--- src/rtl/i2c_unjam_pkg.sv ---
package i2c_unjam_pkg;
    typedef enum logic [2:0] {
        SQ_IDLE,
        SQ_PARK,
        SQ_CLK_LO,
        SQ_CLK_HI,
        SQ_STOP_LO,
        SQ_STOP_HI
    } seq_state_e;

    typedef enum logic [1:0] {
        AW_IDLE,
        AW_WATCH,
        AW_RECOVER
    } watch_state_e;
endpackage

--- src/rtl/i2c_unjam_timer.sv ---
module i2c_unjam_timer #(
    parameter int HALF_CYC = 1250
) (
    input  logic clk,
    input  logic rst_n,
    input  logic run,
    output logic tick
);
    localparam int CW = (HALF_CYC < 2) ? 1 : $clog2(HALF_CYC);
    localparam logic [CW-1:0] LAST = CW'(HALF_CYC - 1);

    logic [CW-1:0] cnt_q;

    assign tick = run && (cnt_q == LAST);

    always_ff @(posedge clk or negedge rst_n) begin
        if (!rst_n)
            cnt_q <= '0;
        else if (!run || tick)
            cnt_q <= '0;
        else
            cnt_q <= cnt_q + 1'b1;
    end
endmodule

--- src/rtl/i2c_unjam_fsm.sv ---
module i2c_unjam_fsm
    import i2c_unjam_pkg::*;
#(
    parameter int PULSES = 9
) (
    input  logic clk,
    input  logic rst_n,
    input  logic start,
    input  logic tick,
    output logic busy,
    output logic done,
    output logic ovr_scl,
    output logic ovr_sda
);
    localparam int PW = $clog2(PULSES + 1);
    localparam logic [PW-1:0] PLAST = PW'(PULSES - 1);

    seq_state_e    state_q, state_d;
    logic [PW-1:0] pcnt_q;
    logic          done_q;

    always_comb begin
        state_d = state_q;
        unique case (state_q)
            SQ_IDLE:    if (start) state_d = SQ_PARK;
            SQ_PARK:    if (tick)  state_d = SQ_CLK_LO;
            SQ_CLK_LO:  if (tick)  state_d = SQ_CLK_HI;
            SQ_CLK_HI:  if (tick)  state_d = (pcnt_q == PLAST) ? SQ_STOP_LO : SQ_CLK_LO;
            SQ_STOP_LO: if (tick)  state_d = SQ_STOP_HI;
            SQ_STOP_HI: if (tick)  state_d = SQ_IDLE;
            default:               state_d = SQ_IDLE;
        endcase
    end

    always_ff @(posedge clk or negedge rst_n) begin
        if (!rst_n) begin
            state_q <= SQ_IDLE;
            pcnt_q  <= '0;
            done_q  <= 1'b0;
        end else begin
            state_q <= state_d;
            done_q  <= (state_q == SQ_STOP_HI) && tick;
            if (state_q == SQ_PARK)
                pcnt_q <= '0;
            else if (state_q == SQ_CLK_HI && tick)
                pcnt_q <= pcnt_q + 1'b1;
        end
    end

    always_comb begin
        busy    = 1'b1;
        ovr_scl = 1'b1;
        ovr_sda = 1'b1;
        unique case (state_q)
            SQ_IDLE:    busy    = 1'b0;
            SQ_PARK:    ;
            SQ_CLK_LO:  ovr_scl = 1'b0;
            SQ_CLK_HI:  ;
            SQ_STOP_LO: ovr_sda = 1'b0;
            SQ_STOP_HI: ;
            default:    busy    = 1'b0;
        endcase
    end

    assign done = done_q;
endmodule

--- src/rtl/i2c_unjam_autotrig.sv ---
module i2c_unjam_autotrig
    import i2c_unjam_pkg::*;
#(
    parameter int BUSY_TMO = 3000
) (
    input  logic clk,
    input  logic rst_n,
    input  logic init_start,
    input  logic bus_busy,
    input  logic seq_done,
    output logic req,
    output logic retry
);
    localparam int TW = (BUSY_TMO < 2) ? 1 : $clog2(BUSY_TMO);
    localparam logic [TW-1:0] TLAST = TW'(BUSY_TMO - 1);

    watch_state_e st_q, st_d;
    logic [TW-1:0] cnt_q, cnt_d;
    logic          spent_q, spent_d;
    logic          expired;

    assign expired = (cnt_q == TLAST);

    always_comb begin
        st_d    = st_q;
        cnt_d   = cnt_q;
        spent_d = spent_q;
        if (init_start) begin
            st_d    = AW_WATCH;
            cnt_d   = '0;
            spent_d = 1'b0;
        end else begin
            unique case (st_q)
                AW_IDLE: ;
                AW_WATCH: begin
                    if (!bus_busy)
                        st_d = AW_IDLE;
                    else if (expired) begin
                        st_d    = spent_q ? AW_IDLE : AW_RECOVER;
                        spent_d = 1'b1;
                    end else
                        cnt_d = cnt_q + 1'b1;
                end
                AW_RECOVER: begin
                    if (seq_done) begin
                        st_d  = AW_WATCH;
                        cnt_d = '0;
                    end
                end
                default: st_d = AW_IDLE;
            endcase
        end
    end

    always_ff @(posedge clk or negedge rst_n) begin
        if (!rst_n) begin
            st_q    <= AW_IDLE;
            cnt_q   <= '0;
            spent_q <= 1'b0;
        end else begin
            st_q    <= st_d;
            cnt_q   <= cnt_d;
            spent_q <= spent_d;
        end
    end

    always_comb begin
        req   = (st_q == AW_WATCH) && bus_busy && expired && !spent_q && !init_start;
        retry = (st_q == AW_RECOVER) && seq_done;
    end
endmodule

--- src/rtl/i2c_unjam.sv ---
module i2c_unjam #(
    parameter int HALF_CYC = 1250,
    parameter int PULSES   = 9,
    parameter int BUSY_TMO = 3000,
    parameter bit AUTO_EN  = 1'b1
) (
    input  logic clk,
    input  logic rst_n,
    input  logic kick_i,
    input  logic init_start_i,
    input  logic bus_busy_i,
    input  logic ctl_scl_i,
    input  logic ctl_sda_i,
    output logic pad_scl_o,
    output logic pad_sda_o,
    output logic busy_o,
    output logic done_o,
    output logic retry_o
);
    localparam int LANES = 2;

    logic             tick;
    logic             auto_req;
    logic             seq_start;
    logic [LANES-1:0] ctl_v, ovr_v, pad_v;

    assign seq_start = kick_i | auto_req;

    i2c_unjam_timer #(.HALF_CYC(HALF_CYC)) timer_i (
        .clk(clk), .rst_n(rst_n), .run(busy_o), .tick(tick)
    );

    i2c_unjam_fsm #(.PULSES(PULSES)) fsm_i (
        .clk(clk), .rst_n(rst_n), .start(seq_start), .tick(tick),
        .busy(busy_o), .done(done_o), .ovr_scl(ovr_v[0]), .ovr_sda(ovr_v[1])
    );

    generate
        if (AUTO_EN) begin : g_auto
            i2c_unjam_autotrig #(.BUSY_TMO(BUSY_TMO)) auto_i (
                .clk(clk), .rst_n(rst_n), .init_start(init_start_i),
                .bus_busy(bus_busy_i), .seq_done(done_o),
                .req(auto_req), .retry(retry_o)
            );
        end else begin : g_manual
            assign auto_req = 1'b0;
            assign retry_o  = 1'b0;
        end
    endgenerate

    assign ctl_v = {ctl_sda_i, ctl_scl_i};

    generate
        for (genvar i = 0; i < LANES; i++) begin : g_lane
            assign pad_v[i] = busy_o ? ovr_v[i] : ctl_v[i];
        end
    endgenerate

    assign pad_scl_o = pad_v[0];
    assign pad_sda_o = pad_v[1];
endmodule

--- config.mk ---
export PLATFORM = sky130hd
export DESIGN_NAME = i2c_unjam
export DESIGN_NICKNAME = d
export VERILOG_FILES = /design/src/rtl/i2c_unjam_pkg.sv /design/src/rtl/i2c_unjam_timer.sv /design/src/rtl/i2c_unjam_fsm.sv /design/src/rtl/i2c_unjam_autotrig.sv /design/src/rtl/i2c_unjam.sv
export SDC_FILE = /design/constraint.sdc
export NUM_CORES = 1
export LEC_CHECK = 0
export BUFFER_PORTS_ARGS = -buffer_cell sky130_fd_sc_hd__buf_2
export CORE_MARGIN = 8
export CORE_UTILIZATION = 40
export CTS_CLUSTER_SIZE = 16
export DETAILED_ROUTE_END_ITERATION = 8
export PLACE_DENSITY = 0.63
export SLEW_MARGIN = 20
export SYNTH_ARGS = -nofsm -noshare
export SYNTH_HDL_FRONTEND = slang
export SYNTH_SLANG_ARGS = --single-unit
--- constraint.sdc ---
create_clock -name clk -period 2.6 [get_ports clk]
set_clock_uncertainty 0.2 [all_clocks]
set_input_delay 0.65 -clock clk [delete_from_list [all_inputs] [get_ports clk]]
set_output_delay 0.65 -clock clk [all_outputs]
set_load 0.005 [all_outputs]
======== Word-level counts from Yosys, hierarchy flattened ========
Cells that the tools add are included.
word-level totals
  word-level logic and storage cells ...... 87
  output and inout port bits .............. 5
  input port bits ......................... 7
  flip-flop bits (word level) ............. 34
cells by class
  $add $sub $neg .......................... 3
  mux-type cells .......................... 31
  reductions and logical operators ........ 24
  bitwise operators ....................... 1
  equality and inequality tests ........... 21
operator list
  kind                                                    count
  two-way mux 12 bit                                      4
  case mux 12 bit (2 select lines)                        1
  two-way mux 3 bit                                       7
  case mux 3 bit (6 select lines)                         1
  adder 12 x 1 -> 12 bit (second input constant)          1
  == test 12 bit (second input constant)                  1
  inequality test 2 x 1 -> 1 bit (second input constant)  6
  adder 11 x 1 -> 11 bit (second input constant)          1
  == test 11 bit (second input constant)                  1
  two-way mux 11 bit                                      1
  two-way mux 2 bit                                       5
  two-way mux 1 bit                                       9
  inequality test 3 bit (second input constant)           3
  logical AND 1 bit                                       8
  two-way mux 4 bit                                       2
  nonzero test 2 bit                                      4
  == test 3 x 2 -> 1 bit (second input constant)          2
  == test 3 bit (second input constant)                   2
  case mux 2 bit (3 select lines)                         1
  AND reduction 3 bit                                     2
  AND reduction 6 bit                                     1
  OR reduction 5 bit                                      1
  adder 4 x 1 -> 4 bit (second input constant)            1
  == test 4 bit (second input constant)                   1
  other kinds (12)                                        14

======== Logic depth before layout (Yosys ltp) ========
Gate-level depths: netlist of run 1.
  depth in word-level cells ............... 8
  mapped depth ............................ 8
  depth with buffers taken out ............ 6

======== By module ========
A second synthesis of run 1 with hierarchy kept.
second synthesis, totals
  cell total of the unflattened synthesis .. 235
  area total of the unflattened synthesis .. 2115.8 sq um
by module, submodules not included
  module              times used  cells each  area an instance (sq um)  seq. area each (sq um)
  i2c_unjam_autotrig  1           119         1018.5                    375.4
  i2c_unjam_timer     1           55          575.6                     275.3
  i2c_unjam_fsm       1           58          493.0                     200.2
  i2c_unjam           1           3           28.8                      0.0

======== Worst setup path before layout of run 1 ========
OpenSTA, ideal clock, no wires.
  kind .................................... register to register
  start point ............................. register g_auto.auto_i.cnt_q[0]
  end point ............................... register fsm_i.state_q[0]
  data required time ...................... 2.275 ns
  arrival time ............................ 1.769 ns
  setup slack ............................. 0.505 ns
  buffers on the path ..................... 0
  library setup time ...................... 0.125 ns
  period minus slack after synthesis ...... 2.095 ns
  cell stages (with the launch flop) ...... 6
  path through ............................ dfrtp_1 > ha_1 > nand4b_1 > or4_1 > a22o_1 > mux2_4
on the way
  word-level cells in the longest chain between the ends .. 7
ends and longest elaborated chain
  element                                   line                      RTL
  start, declared                           i2c_unjam_autotrig.sv:18  logic [TW-1:0] cnt_q, cnt_d;
  start signal, assigned                    i2c_unjam_autotrig.sv:62  cnt_q <= cnt_d;
  == test 12 bit                            i2c_unjam_autotrig.sv:22  assign expired = (cnt_q == TLAST);
  logical AND 1 bit (3 in series)           i2c_unjam_autotrig.sv:68  req = (st_q == AW_WATCH) && bus_busy && expired && !spent_q && !init_start;
  bitwise OR 1 bit                          i2c_unjam.sv:27           assign seq_start = kick_i | auto_req;
  inequality test 2 x 1 -> 1 bit (no line)  n/a
  AND reduction 6 bit (no line)             n/a
  end signal, assigned                      i2c_unjam_fsm.sv:41       state_q <= state_d;
  end, declared                             i2c_unjam_fsm.sv:18       seq_state_e state_q, state_d;
Every way passes these cells.
A chain may end at the register's enable or synchronous reset.

======== Final worst setup path of run 1 ========
  start point ............................. register fsm_i.state_q[1]
  end point ............................... output busy_o
on the way
  word-level cells in the longest chain between the ends .. 3
  elaborated cells on any way between the ends .. 7
  those cells by class .................... eq/ne (5); mux (1); reduce/logical (1)
ends and longest elaborated chain
  element                                         line                 RTL
  == test 3 x 2 -> 1 bit (tied with other cells)  i2c_unjam_fsm.sv:54  unique case (state_q)
  OR reduction 5 bit (no line) *                  n/a
  two-way mux 1 bit *                             i2c_unjam_fsm.sv:54
  end, declared                                   i2c_unjam.sv:16      output logic busy_o,
Mark *: on every way between the ends. The rest lies on a longest branch, timed or not.

==> results of run 1 <==
-- critical path, delay by kind of cell (launching register included) --
| kind | cells | cell delay [ps] |
|---|---|---|
| AOI/OAI and AO/OA | 1 | 290 |
| and+or+nand+nor | 1 | 100 |
| buffers and inverters | 1 | 190 |
| DFF | 1 | 650 |
-- registers in the layout (all words and copies together) (netlist names) --
| signal | flops |
|---|---|
| fsm_i.done | 1 |
| fsm_i.pcnt_q | 4 |
| fsm_i.state_q | 3 |
| g_auto.auto_i.cnt_q | 12 |
| g_auto.auto_i.spent_q | 1 |
| g_auto.auto_i.st_q | 2 |
| timer_i.cnt_q | 11 |
-- stage by stage --
stage	std cells	util
2_1_floorplan	219	-
3_3_place_gp	291	0.4355
3_5_place_dp	291	0.4355
4_1_cts	299	0.4571
5_1_grt	299	0.4571
6_report	299	0.4571
-- kinds of logic (layout without fill, tap and decap cells) --
family | count (synthesis) | in the layout | synth area share
flip-flops | 34 | 34 | 0.4151
buffers and inverters | 22 | 32 | 0.04274
multiplexers | 5 | 5 | 0.02747
XOR/XNOR | 9 | 9 | 0.03846
AND/OR/NAND/NOR | 96 | 96 | 0.2686
adder cells (fa/ha/maj) | 8 | 8 | 0.04884
AO/OA/AOI/OAI | 45 | 45 | 0.1587
-- placed cells by master, fill, tap and decap left out, drive strengths merged, types with 4 or more instances in the layout --
master  synthesis  routed
xnor2           7       7
nor2           24      24
a21oi          11      11
nand2          11      11
dfrtp          34      34
nand2b          7       7
or4             8       8
nor3            8       8
inv            10      10
buf             4      14
nand4           7       7
clkbuf          8       5
ha              8       8
nand3           7       7
o31ai          12      12
nand4b          4       4
-- final timing paths --
kind / startpoint / endpoint / slack [ps] / cells after the start
setup / recovery: fsm_i.state_q[1] / busy_o / 220 / 3
hold / removal: rst_n / timer_i.cnt_q[7] / 230 / 1
setup reg to reg: g_auto.auto_i.st_q[1] / g_auto.auto_i.cnt_q[7] / 380 / 7
hold reg to reg: g_auto.auto_i.spent_q / g_auto.auto_i.spent_q / 310 / 2
max in group asynchronous: rst_n / g_auto.auto_i.cnt_q[3] / 1490 / 1
min in group clk: g_auto.auto_i.spent_q / g_auto.auto_i.spent_q / 310 / 2
-- routing by layer --
layer	global-route usage	up-vias	wire length, um
met3	0.03471	4	189
met2	0.1839	30	1990
met1	0.1545	826	2071
met5	0	-	0
met4	0.05625	0	53
li1	-	837	-
-- report_power, final --
part	switching (mW)	leakage, nW	total [mW]	internal (mW)
combinational	0.0769	0.441	0.130	0.0535
clock	0.201	0.0579	0.483	0.282
sequential	0.0150	0.450	0.559	0.544
-- cell type report --
| class | count | area share |
|---|---|---|
| Clock inverter | 3 | 0.01737 |
| Inverter | 10 | 0.01629 |
| Multi-Input combinational cell | 163 | 0.4848 |
| Sequential cell | 34 | 0.3692 |
| Timing Repair Buffer | 14 | 0.04452 |
| Clock buffer | 5 | 0.02986 |
| Tap cell | 70 | 0.03800 |
==> results.md, run 1 <==
| Item | This run | Unit |
|---|---|---|
| DRC violations left | 0 | - |
| Pre-CTS WS | 308.1 | ps |
| Cell breakdown of the critical path | nor3_1 -> a21oi_1 -> buf_2 | - |
| Static leakage | 0.9487 | nW |
| Period utilisation layout | 0.9139 | - |
| Via count | 1697 | - |
| Final critical delay including setup and external delays | 2376 | ps |
| Fmax | 420.9 | MHz |
| Setup Fix Bufs, Post-CTS | 0 | - |
| Initial DRC count | 118 | - |
| Number of unique standard cell types used by synthesis | 48 | - |
| Critical Path AT | 1530 | ps |
| Horizontal die dimension | 87.58 | um |
| Worst supply voltage drop on vdd | 0.1811 | mV |
| Number of sinks handled by clock tree synthesis | 34 | - |
| Via density per instance | 5.676 | - |
| Count leader, synth | sky130_fd_sc_hd__dfrtp_1 | - |
| Worst relative slew slack | 0.4947 | - |
| Asr flop ratio synth | 1.000 | - |
| PD cells | 508.9 | mW/mm^2 |
| Final-report hold violation count | 0 | - |
| PnR worst setup slack | 223.9 | ps |
| Proportion of layout cells with a drive suffix above 1 | 0.1397 | - |
| First-pass GRT wire length | 7.265 | mm |
| Number of maximum-capacitance violations | 0 | - |
| Final hold slack | 228.9 | ps |
| Core region area | 0.005042 | mm^2 |
| Number of H-tree levels | 2 | - |
| Average cell area after synthesis | 9.358 | um^2 |
| Placed wire-length estimate after detailed placement | 2.942 | mm |
| Residual antenna-violating net count after detailed routing | 0 | - |
| Area occupied by multi-input gates | 0.001117 | mm^2 |
| Number of antenna violations at the first check in global routing | 0 | - |
| Post-synthesis register bit count | 34 | - |
| Std cell rows | 26 | - |
| CP max stage delay | 650 | ps |
| Number of antenna cells inserted | 0 | - |
| Post-DP Area | 0.002196 | mm^2 |
| Worst Tran Pin Value | 758.0 | ps |
| Clk_lat worst skew | 290 | ps |
| Clk pin slew, worst setup/hold paths | 80 | ps |
| Library cell occupying the most area in the post-synthesis netlist | sky130_fd_sc_hd__dfrtp_1 | - |
| Net count of the mapped netlist | 234 | - |
| Via count of the first global-routing pass | 1549 | - |
| Total congestion overflow after global routing | 0 | - |
| Layout Nets | 243 | - |
| Crit Path Class | flip-flop to output port | - |
| Global Route Usage Sum | 0.1211 | - |
| Fillers | 495 | - |
| Final Total Pwr | 1.173 | mW |
| Maximum number of pins on one net before global-route repair | 35 | - |
| HP Class | primary input to async pin | - |
| Cells taking the most area after synthesis | sky130_fd_sc_hd__dfrtp_1, sky130_fd_sc_hd__ha_1, sky130_fd_sc_hd__nor2_1 | - |
| Area overhead of the layout relative to synthesis | 12.45 | % |
| DIE AREA | 0.007670 | mm^2 |
| Top cell type's share of synthesized area | 0.4151 | - |
| Post-detailed-route wirelength per cell | 14.40 | um |
| Largest driver fanout on the critical path | 17 | - |
| Area taken by flip-flops and latches | 850.8 | um^2 |
| Cell at the slowest stage of the critical path | sky130_fd_sc_hd__dfrtp_1 | - |
| Sequential cell area fraction in the yosys report | 0.4151 | - |
| TritonCTS Buffers | 5 | - |
| Deepest clock path buffer count | 2 | - |
| Synth top cells by count | sky130_fd_sc_hd__dfrtp_1, sky130_fd_sc_hd__nor2_1, sky130_fd_sc_hd__o31ai_1, sky130_fd_sc_hd__a21oi_1, sky130_fd_sc_hd__nand2_1 | - |
| Final design instance area without fill | 0.002305 | mm^2 |
| Number of pins exceeding their max-slew limit in the final report | 0 | - |
| Flip-flop cell with the highest count after synthesis | sky130_fd_sc_hd__dfrtp_1 | - |
| Clock tree from TritonCTS | built | - |
| Initial core utilization | 0.4065 | - |
| Number of detailed-routing iterations run before antenna repair | 4 | - |
| Overall routed net length | 4.305 | mm |
| Root Driver | sky130_fd_sc_hd__clkbuf_8 | - |
| Final setup violation count | 0 | - |
| Number of warnings issued by yosys | 0 | - |
| Setup repair after global routing missed its margin | false | - |
| Number of buffers added on ports | 11 | - |
| Post-Route Setup TNS | 0 | ps |
| Post-cts hold buffer count | 0 | - |
| Placer's final routability congestion estimate | 0.8344 | - |
| Combined area of all synthesized cells | 0.002049 | mm^2 |
| I/O pin count | 12 | - |
| EDFF count, synth | 0 | - |
| Critical Path Sink Type | output port | - |
| CP required | 1750 | ps |
| Critical Path Start Type | flip-flop | - |
| Cts repair resizes | 0 | - |
| Height of the die | 87.58 | um |
| Status | finished, final reports clean | - |
| Synthesized instance count | 219 | - |
Power figures use the tool's default switching activity.
==> run 2, diff against run 1 <==
- GPL_TIMING_DRIVEN: default -> 1
- clock period: 2.6 -> 2.33 ns (I/O delays scaled with it)
==> results.md, run 2 (synthesis results as in run 1) <==
| Item | This run | Unit |
|---|---|---|
| Core region area | 0.005042 | mm^2 |
| Via count | 1709 | - |
| Via density per instance | 5.603 | - |
| Post-cts hold buffer count | 0 | - |
| Largest driver fanout on the critical path | 19 | - |
| Via count of the first global-routing pass | 1568 | - |
| Static leakage | 0.9644 | nW |
| Count of buffer and inverter cells on the critical path | 2 | - |
| Root Driver | sky130_fd_sc_hd__clkbuf_8 | - |
| Depth of the worst register-to-register path | 7 | - |
| First-pass GRT wire length | 7.376 | mm |
| Global routing met1 resource utilization | 0.1572 | - |
| Setup repair after global routing missed its margin | false | - |
| I/O pin count | 12 | - |
| Fmax | 453.3 | MHz |
| Crit-path leading delay family | simple AND/OR/NAND/NOR gates | - |
| DIE AREA | 0.007670 | mm^2 |
| Layout Nets | 249 | - |
| Most common cell on crit path | sky130_fd_sc_hd__or2_2 | - |
| Placed insts | 297 | - |
| Proportion of layout cells with a drive suffix above 1 | 0.1660 | - |
| Final Total Pwr | 1.246 | mW |
| Initial DRC count | 74 | - |
| Global-route track usage on met2 | 0.1811 | - |
| Post-Route Setup TNS | 0 | ps |
| Number of antenna violations at the first check in global routing | 0 | - |
| Height of the die | 87.58 | um |
| Biggest register | g_auto.auto_i.cnt_q | - |
| CP required | 2310 | ps |
| Cell at the slowest stage of the critical path | sky130_fd_sc_hd__dfrtp_1 | - |
| Number of sinks handled by clock tree synthesis | 34 | - |
| Global Route Usage Sum | 0.1210 | - |
| Post-detailed-route wirelength per cell | 14.23 | um |
| Area occupied by multi-input gates | 0.001117 | mm^2 |
| Deepest clock path buffer count | 2 | - |
| Final-report hold violation count | 0 | - |
| Worst supply voltage drop on vdd | 0.2279 | mV |
| Total congestion overflow after global routing | 0 | - |
| DRC violations left | 0 | - |
| Number of pins exceeding their max-slew limit in the final report | 0 | - |
| Number of detailed-routing iterations run before antenna repair | 4 | - |
| Area overhead of the layout relative to synthesis | 13.43 | % |
| Clk pin slew, worst setup/hold paths | 80 | ps |
| Fillers | 471 | - |
| Worst relative slew slack | 0.6589 | - |
| Met3 layer usage reported by global route | 0.03096 | - |
| Critical Path Start Type | flip-flop | - |
| Crit Path Class | flip-flop to flip-flop | - |
| Worst Tran Pin Value | 509.7 | ps |
| R2R Setup Slk | 120 | ps |
| Leading registers by flop count | g_auto.auto_i.cnt_q x12, timer_i.cnt_q x11, fsm_i.pcnt_q x4 | - |
| Placer's final routability congestion estimate | 0.8008 | - |
| Initial core utilization | 0.4065 | - |
| Number of maximum-capacitance violations | 0 | - |
| Number of H-tree levels | 2 | - |
| Clk_lat worst skew | 290 | ps |
| Status | finished, final reports clean | - |
| Number of non-filler instances in the completed layout | 305 | - |
| Final setup violation count | 0 | - |
| Worst reg2reg startpoint | g_auto.auto_i.st_q[1] | - |
| Capturing point of the worst reg2reg path | g_auto.auto_i.cnt_q[7] | - |
| Final critical delay including setup and external delays | 2206 | ps |
| Commonest non-fill, non-tap cell in the layout | sky130_fd_sc_hd__dfrtp_1 | - |
| HP Class | primary input to async pin | - |
| Placed wire-length estimate after detailed placement | 2.975 | mm |
| Final core utilization | 0.4610 | - |
| Residual antenna-violating net count after detailed routing | 0 | - |
| Number of buffers added on ports | 11 | - |
| Maximum number of pins on one net before global-route repair | 35 | - |
| Area taken by flip-flops and latches | 852.1 | um^2 |
| Horizontal die dimension | 87.58 | um |
| Clock tree from TritonCTS | built | - |
| Number of antenna cells inserted | 0 | - |
| Number of flip-flops in the largest register | 12 | - |
| Critical Path AT | 2190 | ps |
| Cell breakdown of the critical path | inv_1 -> ha_1 -> or2_2 -> a31oi_1 -> buf_12 -> or2_2 -> o41ai_1 | - |
| Std cell rows | 26 | - |
| PD cells | 536.1 | mW/mm^2 |
| Critical Path Sink Type | flip-flop | - |
| Period utilisation layout | 0.9468 | - |
| Overall routed net length | 4.340 | mm |
| Most frequent cells in the layout | sky130_fd_sc_hd__dfrtp_1, sky130_fd_sc_hd__nor2_1, sky130_fd_sc_hd__o31ai_1 | - |
| TritonCTS Buffers | 5 | - |
| GRT Max-Usage Layer | met2 | - |
| CP max stage delay | 390 | ps |
## run 2: layer usage
layer | vias up | share of wire
met5 | - | 0
met1 | 830 | 0.49
met2 | 32 | 0.44
li1 | 841 | -
met4 | 0 | 0.020
met3 | 6 | 0.048
## run 2: timing repair
item / in CTS / in global routing
hold endpoints to repair: 0 / 0
resized for setup: 0 / 1
setup endpoints to repair: 0 / 2
setup buffers: 0 / 0
## run 2: worst register-to-register path, cell delays in order (launching register included)
cell	delay, ps
sky130_fd_sc_hd__dfrtp_1	390
sky130_fd_sc_hd__inv_1	100
sky130_fd_sc_hd__ha_1	270
sky130_fd_sc_hd__or2_2	150
sky130_fd_sc_hd__a31oi_1	130
sky130_fd_sc_hd__buf_12	180
sky130_fd_sc_hd__or2_2	340
sky130_fd_sc_hd__o41ai_1	340
## run 2: how the worst max path moves through the flow
stage	from	endpoint	slack (ps)	cells after the start
after floorplan	g_auto.auto_i.cnt_q[0]	fsm_i.state_q[0]	240	5
after global placement	init_start_i	fsm_i.state_q[0]	130	5
after detailed placement	init_start_i	fsm_i.state_q[0]	120	5
after CTS	fsm_i.state_q[1]	busy_o	30	3
after global routing	g_auto.auto_i.st_q[1]	g_auto.auto_i.cnt_q[7]	0.4	7
final	g_auto.auto_i.st_q[1]	g_auto.auto_i.cnt_q[7]	120	7
## run 2: stage by stage
| step | instance area [um^2] | setup slack, ps | hold slack (ps) |
|---|---|---|---|
| final | 2325 | 124.1 | 107.5 |
| after global routing | 2325 | 0.3921 | 145.0 |
| after CTS | 2323 | 26.77 | 128.8 |
| after detailed placement | 2228 | 118.7 | 298.6 |
| after global placement | 2228 | 133.7 | 297.4 |
| after floorplan | 2049 | 235.4 | 86.91 |
## run 2: layout make-up
| cell class | instances | area share |
|---|---|---|
| Inverter | 10 | 0.01615 |
| Timing Repair Buffer | 20 | 0.05813 |
| Tap cell | 70 | 0.03767 |
| Multi-Input combinational cell | 163 | 0.4806 |
| Clock inverter | 2 | 0.005382 |
| Sequential cell | 34 | 0.3665 |
| Clock buffer | 6 | 0.03552 |
## run 2: power by group
group	switching (mW)	internal, mW	leakage (nW)
clock network	0.231	0.238	0.0472
logic	0.0944	0.0643	0.469
registers	0.0118	0.607	0.448
total	0.337	0.909	0.964
==> run 3, diff against run 2 <==
--- a/config.mk
+++ b/config.mk
@@ -12,4 +12,5 @@
 export DETAILED_ROUTE_END_ITERATION = 8
 export GPL_TIMING_DRIVEN = 1
+export MAX_ROUTING_LAYER = met4
 export PLACE_DENSITY = 0.63
 export SLEW_MARGIN = 20
==> constraint.sdc (replaced) <==
create_clock -name clk -period 2.33 [get_ports clk]
set_clock_uncertainty 0.2 [all_clocks]
set_input_delay 0.5825 -clock clk [delete_from_list [all_inputs] [get_ports clk]]
set_output_delay 0.5825 -clock clk [all_outputs]
set_load 0.01 [all_outputs]
==> results.md, run 3 (synthesis results as in run 1) <==
| Item | This run | Unit |
|---|---|---|
| Initial DRC count | 87 | - |
| Number of H-tree levels | 2 | - |
| Std cell rows | 26 | - |
| Area overhead of the layout relative to synthesis | 13.43 | % |
| Number of non-filler instances in the completed layout | 305 | - |
| Initial core utilization | 0.4065 | - |
| Biggest register | g_auto.auto_i.cnt_q | - |
| Number of antenna violations at the first check in global routing | 0 | - |
| Core region area | 0.005042 | mm^2 |
| Overall routed net length | 4.327 | mm |
| Placed insts | 297 | - |
| Part of the power in the clock network | 0.376 | - |
| Post-DP Area | 0.002228 | mm^2 |
| Period utilisation layout | 0.9542 | - |
| Total congestion overflow after global routing | 0 | - |
| Setup repair after global routing missed its margin | false | - |
| Final setup violation count | 0 | - |
| Pre-CTS WS | 118.7 | ps |
| Crit-path leading delay family | simple AND/OR/NAND/NOR gates | - |
| Via count | 1707 | - |
| Cell-internal power | 909.2 | uW |
| Status | finished, final reports clean | - |
| Leading registers by flop count | g_auto.auto_i.cnt_q x12, timer_i.cnt_q x11, fsm_i.pcnt_q x4 | - |
| Clk pin slew, worst setup/hold paths | 80 | ps |
| Clk_lat worst skew | 290 | ps |
| Global Route Usage Sum | 0.1245 | - |
| Number of maximum-capacitance violations | 0 | - |
| PD cells | 535.9 | mW/mm^2 |
| HP Class | primary input to async pin | - |
| Final design instance area without fill | 0.002325 | mm^2 |
| Number of flip-flops in the largest register | 12 | - |
| CP max stage delay | 390 | ps |
| Number of buffers added on ports | 11 | - |
| Commonest non-fill, non-tap cell in the layout | sky130_fd_sc_hd__dfrtp_1 | - |
| Height of the die | 87.58 | um |
| CP required | 2310 | ps |
| Critical Path Sink Type | flip-flop | - |
| Area occupied by multi-input gates | 0.001117 | mm^2 |
| Layout Nets | 249 | - |
| Final hold slack | 108.9 | ps |
| Final-report hold violation count | 0 | - |
| Crit Path Class | flip-flop to flip-flop | - |
| Largest driver fanout on the critical path | 19 | - |
| Switching share of power | 0.2702 | - |
| DRC violations left | 0 | - |
| I/O pin count | 12 | - |
| Post-detailed-route wirelength per cell | 14.19 | um |
| PnR worst setup slack | 106.8 | ps |
| Fmax | 449.8 | MHz |
| Net Switching | 336.6 | uW |
| DIE AREA | 0.007670 | mm^2 |
| Fillers | 471 | - |
| Number of detailed-routing iterations run before antenna repair | 4 | - |
| Area taken by flip-flops and latches | 852.1 | um^2 |
| Setup Fix Bufs, Post-CTS | 0 | - |
| Worst relative slew slack | 0.6589 | - |
| Worst Tran Pin Value | 509.8 | ps |
| Deepest clock path buffer count | 2 | - |
| Most common cell on crit path | sky130_fd_sc_hd__or2_2 | - |
| Placed wire-length estimate after detailed placement | 2.975 | mm |
| Combinational share of power | 0.127 | - |
| Horizontal die dimension | 87.58 | um |
| Proportion of layout cells with a drive suffix above 1 | 0.1660 | - |
| Clock tree from TritonCTS | built | - |
| Critical Path AT | 2200 | ps |
| Placer's final routability congestion estimate | 0.8123 | - |
| Critical Path Start Type | flip-flop | - |
| Root Driver | sky130_fd_sc_hd__clkbuf_8 | - |
| Maximum number of pins on one net before global-route repair | 35 | - |
| Post-Route Setup TNS | 0 | ps |
| Number of sinks handled by clock tree synthesis | 34 | - |
| Via count of the first global-routing pass | 1568 | - |
| Number of pins exceeding their max-slew limit in the final report | 0 | - |
| TritonCTS Buffers | 5 | - |
| Final critical delay including setup and external delays | 2223 | ps |
| Most frequent cells in the layout | sky130_fd_sc_hd__dfrtp_1, sky130_fd_sc_hd__nor2_1, sky130_fd_sc_hd__o31ai_1 | - |
| Number of antenna cells inserted | 0 | - |
| First-pass GRT wire length | 7.376 | mm |
| Worst supply voltage drop on vdd | 0.2278 | mV |
| Cell at the slowest stage of the critical path | sky130_fd_sc_hd__dfrtp_1 | - |
| Via density per instance | 5.597 | - |
| Residual antenna-violating net count after detailed routing | 0 | - |
| Count of buffer and inverter cells on the critical path | 2 | - |
| Relative contribution of sequential cells to total power | 0.497 | - |
| Static leakage | 0.9644 | nW |
| Cell breakdown of the critical path | inv_1 -> ha_1 -> or2_2 -> a31oi_1 -> buf_12 -> or2_2 -> o41ai_1 | - |
-- run 3: cell counts in the layout (fill, tap and decap cells not counted) --
Identical to the previous run, type by type.
-- run 3: layer usage --
metal	global-route usage	wire, um	vias to the layer above
met5	-	0	-
met4	0.06094	89	0
met3	0.03096	210	6
met2	0.1811	1918	31
met1	0.1572	2109	830
li1	-	-	840
-- run 3: repair_timing --
action,CTS,global route
gates resized for setup,0,1
hold buffers,0,0
endpoints found under the hold margin,0,0
setup endpoints to repair,0,2
-- run 3: worst paths after layout --
| path | start | end | slack (ps) | cells past startpoint |
|---|---|---|---|---|
| max reg2reg | g_auto.auto_i.st_q[1] | g_auto.auto_i.cnt_q[7] | 110 | 7 |
| max | g_auto.auto_i.st_q[1] | g_auto.auto_i.cnt_q[7] | 110 | 7 |
| max in group asynchronous | rst_n | fsm_i.state_q[1] | 1480 | 2 |
| min in group clk | g_auto.auto_i.spent_q | g_auto.auto_i.spent_q | 320 | 2 |
| min | rst_n | fsm_i.pcnt_q[2] | 110 | 2 |
| min reg2reg | g_auto.auto_i.spent_q | g_auto.auto_i.spent_q | 320 | 2 |
-- run 3: per-stage QoR --
| step | total power, mW | utilization |
|---|---|---|
| 2_1_floorplan | 0.7241 | - |
| 3_5_place_dp | 0.7881 | 0.4419 |
| 4_1_cts | 1.257 | 0.4608 |
| 5_1_grt | 1.308 | 0.4610 |
| 3_3_place_gp | 0.7867 | 0.4419 |
| 6_report | 1.246 | 0.4610 |
-- run 3: final cells by class --
type,count,area share
Clock buffer,6,0.03552
Sequential cell,34,0.3665
Multi-Input combinational cell,163,0.4806
Inverter,10,0.01615
Tap cell,70,0.03767
Timing Repair Buffer,20,0.05813
Clock inverter,2,0.005382
-- run 3: worst reg2reg max path, cell delays in order, from the launching register on --
cell	delay (ps)
sky130_fd_sc_hd__dfrtp_1	390
sky130_fd_sc_hd__inv_1	100
sky130_fd_sc_hd__ha_1	270
sky130_fd_sc_hd__or2_2	150
sky130_fd_sc_hd__a31oi_1	130
sky130_fd_sc_hd__buf_12	180
sky130_fd_sc_hd__or2_2	340
sky130_fd_sc_hd__o41ai_1	350
-- run 3: power by group through the flow --
stage | sequential [mW] | clock (mW) | combinational (mW)
after floorplan | 0.631 | 0 | 0.0931
after global placement | 0.630 | 0 | 0.156
after detailed placement | 0.631 | 0 | 0.158
after CTS | 0.619 | 0.480 | 0.158
after global routing | 0.621 | 0.509 | 0.179
final | 0.619 | 0.468 | 0.158
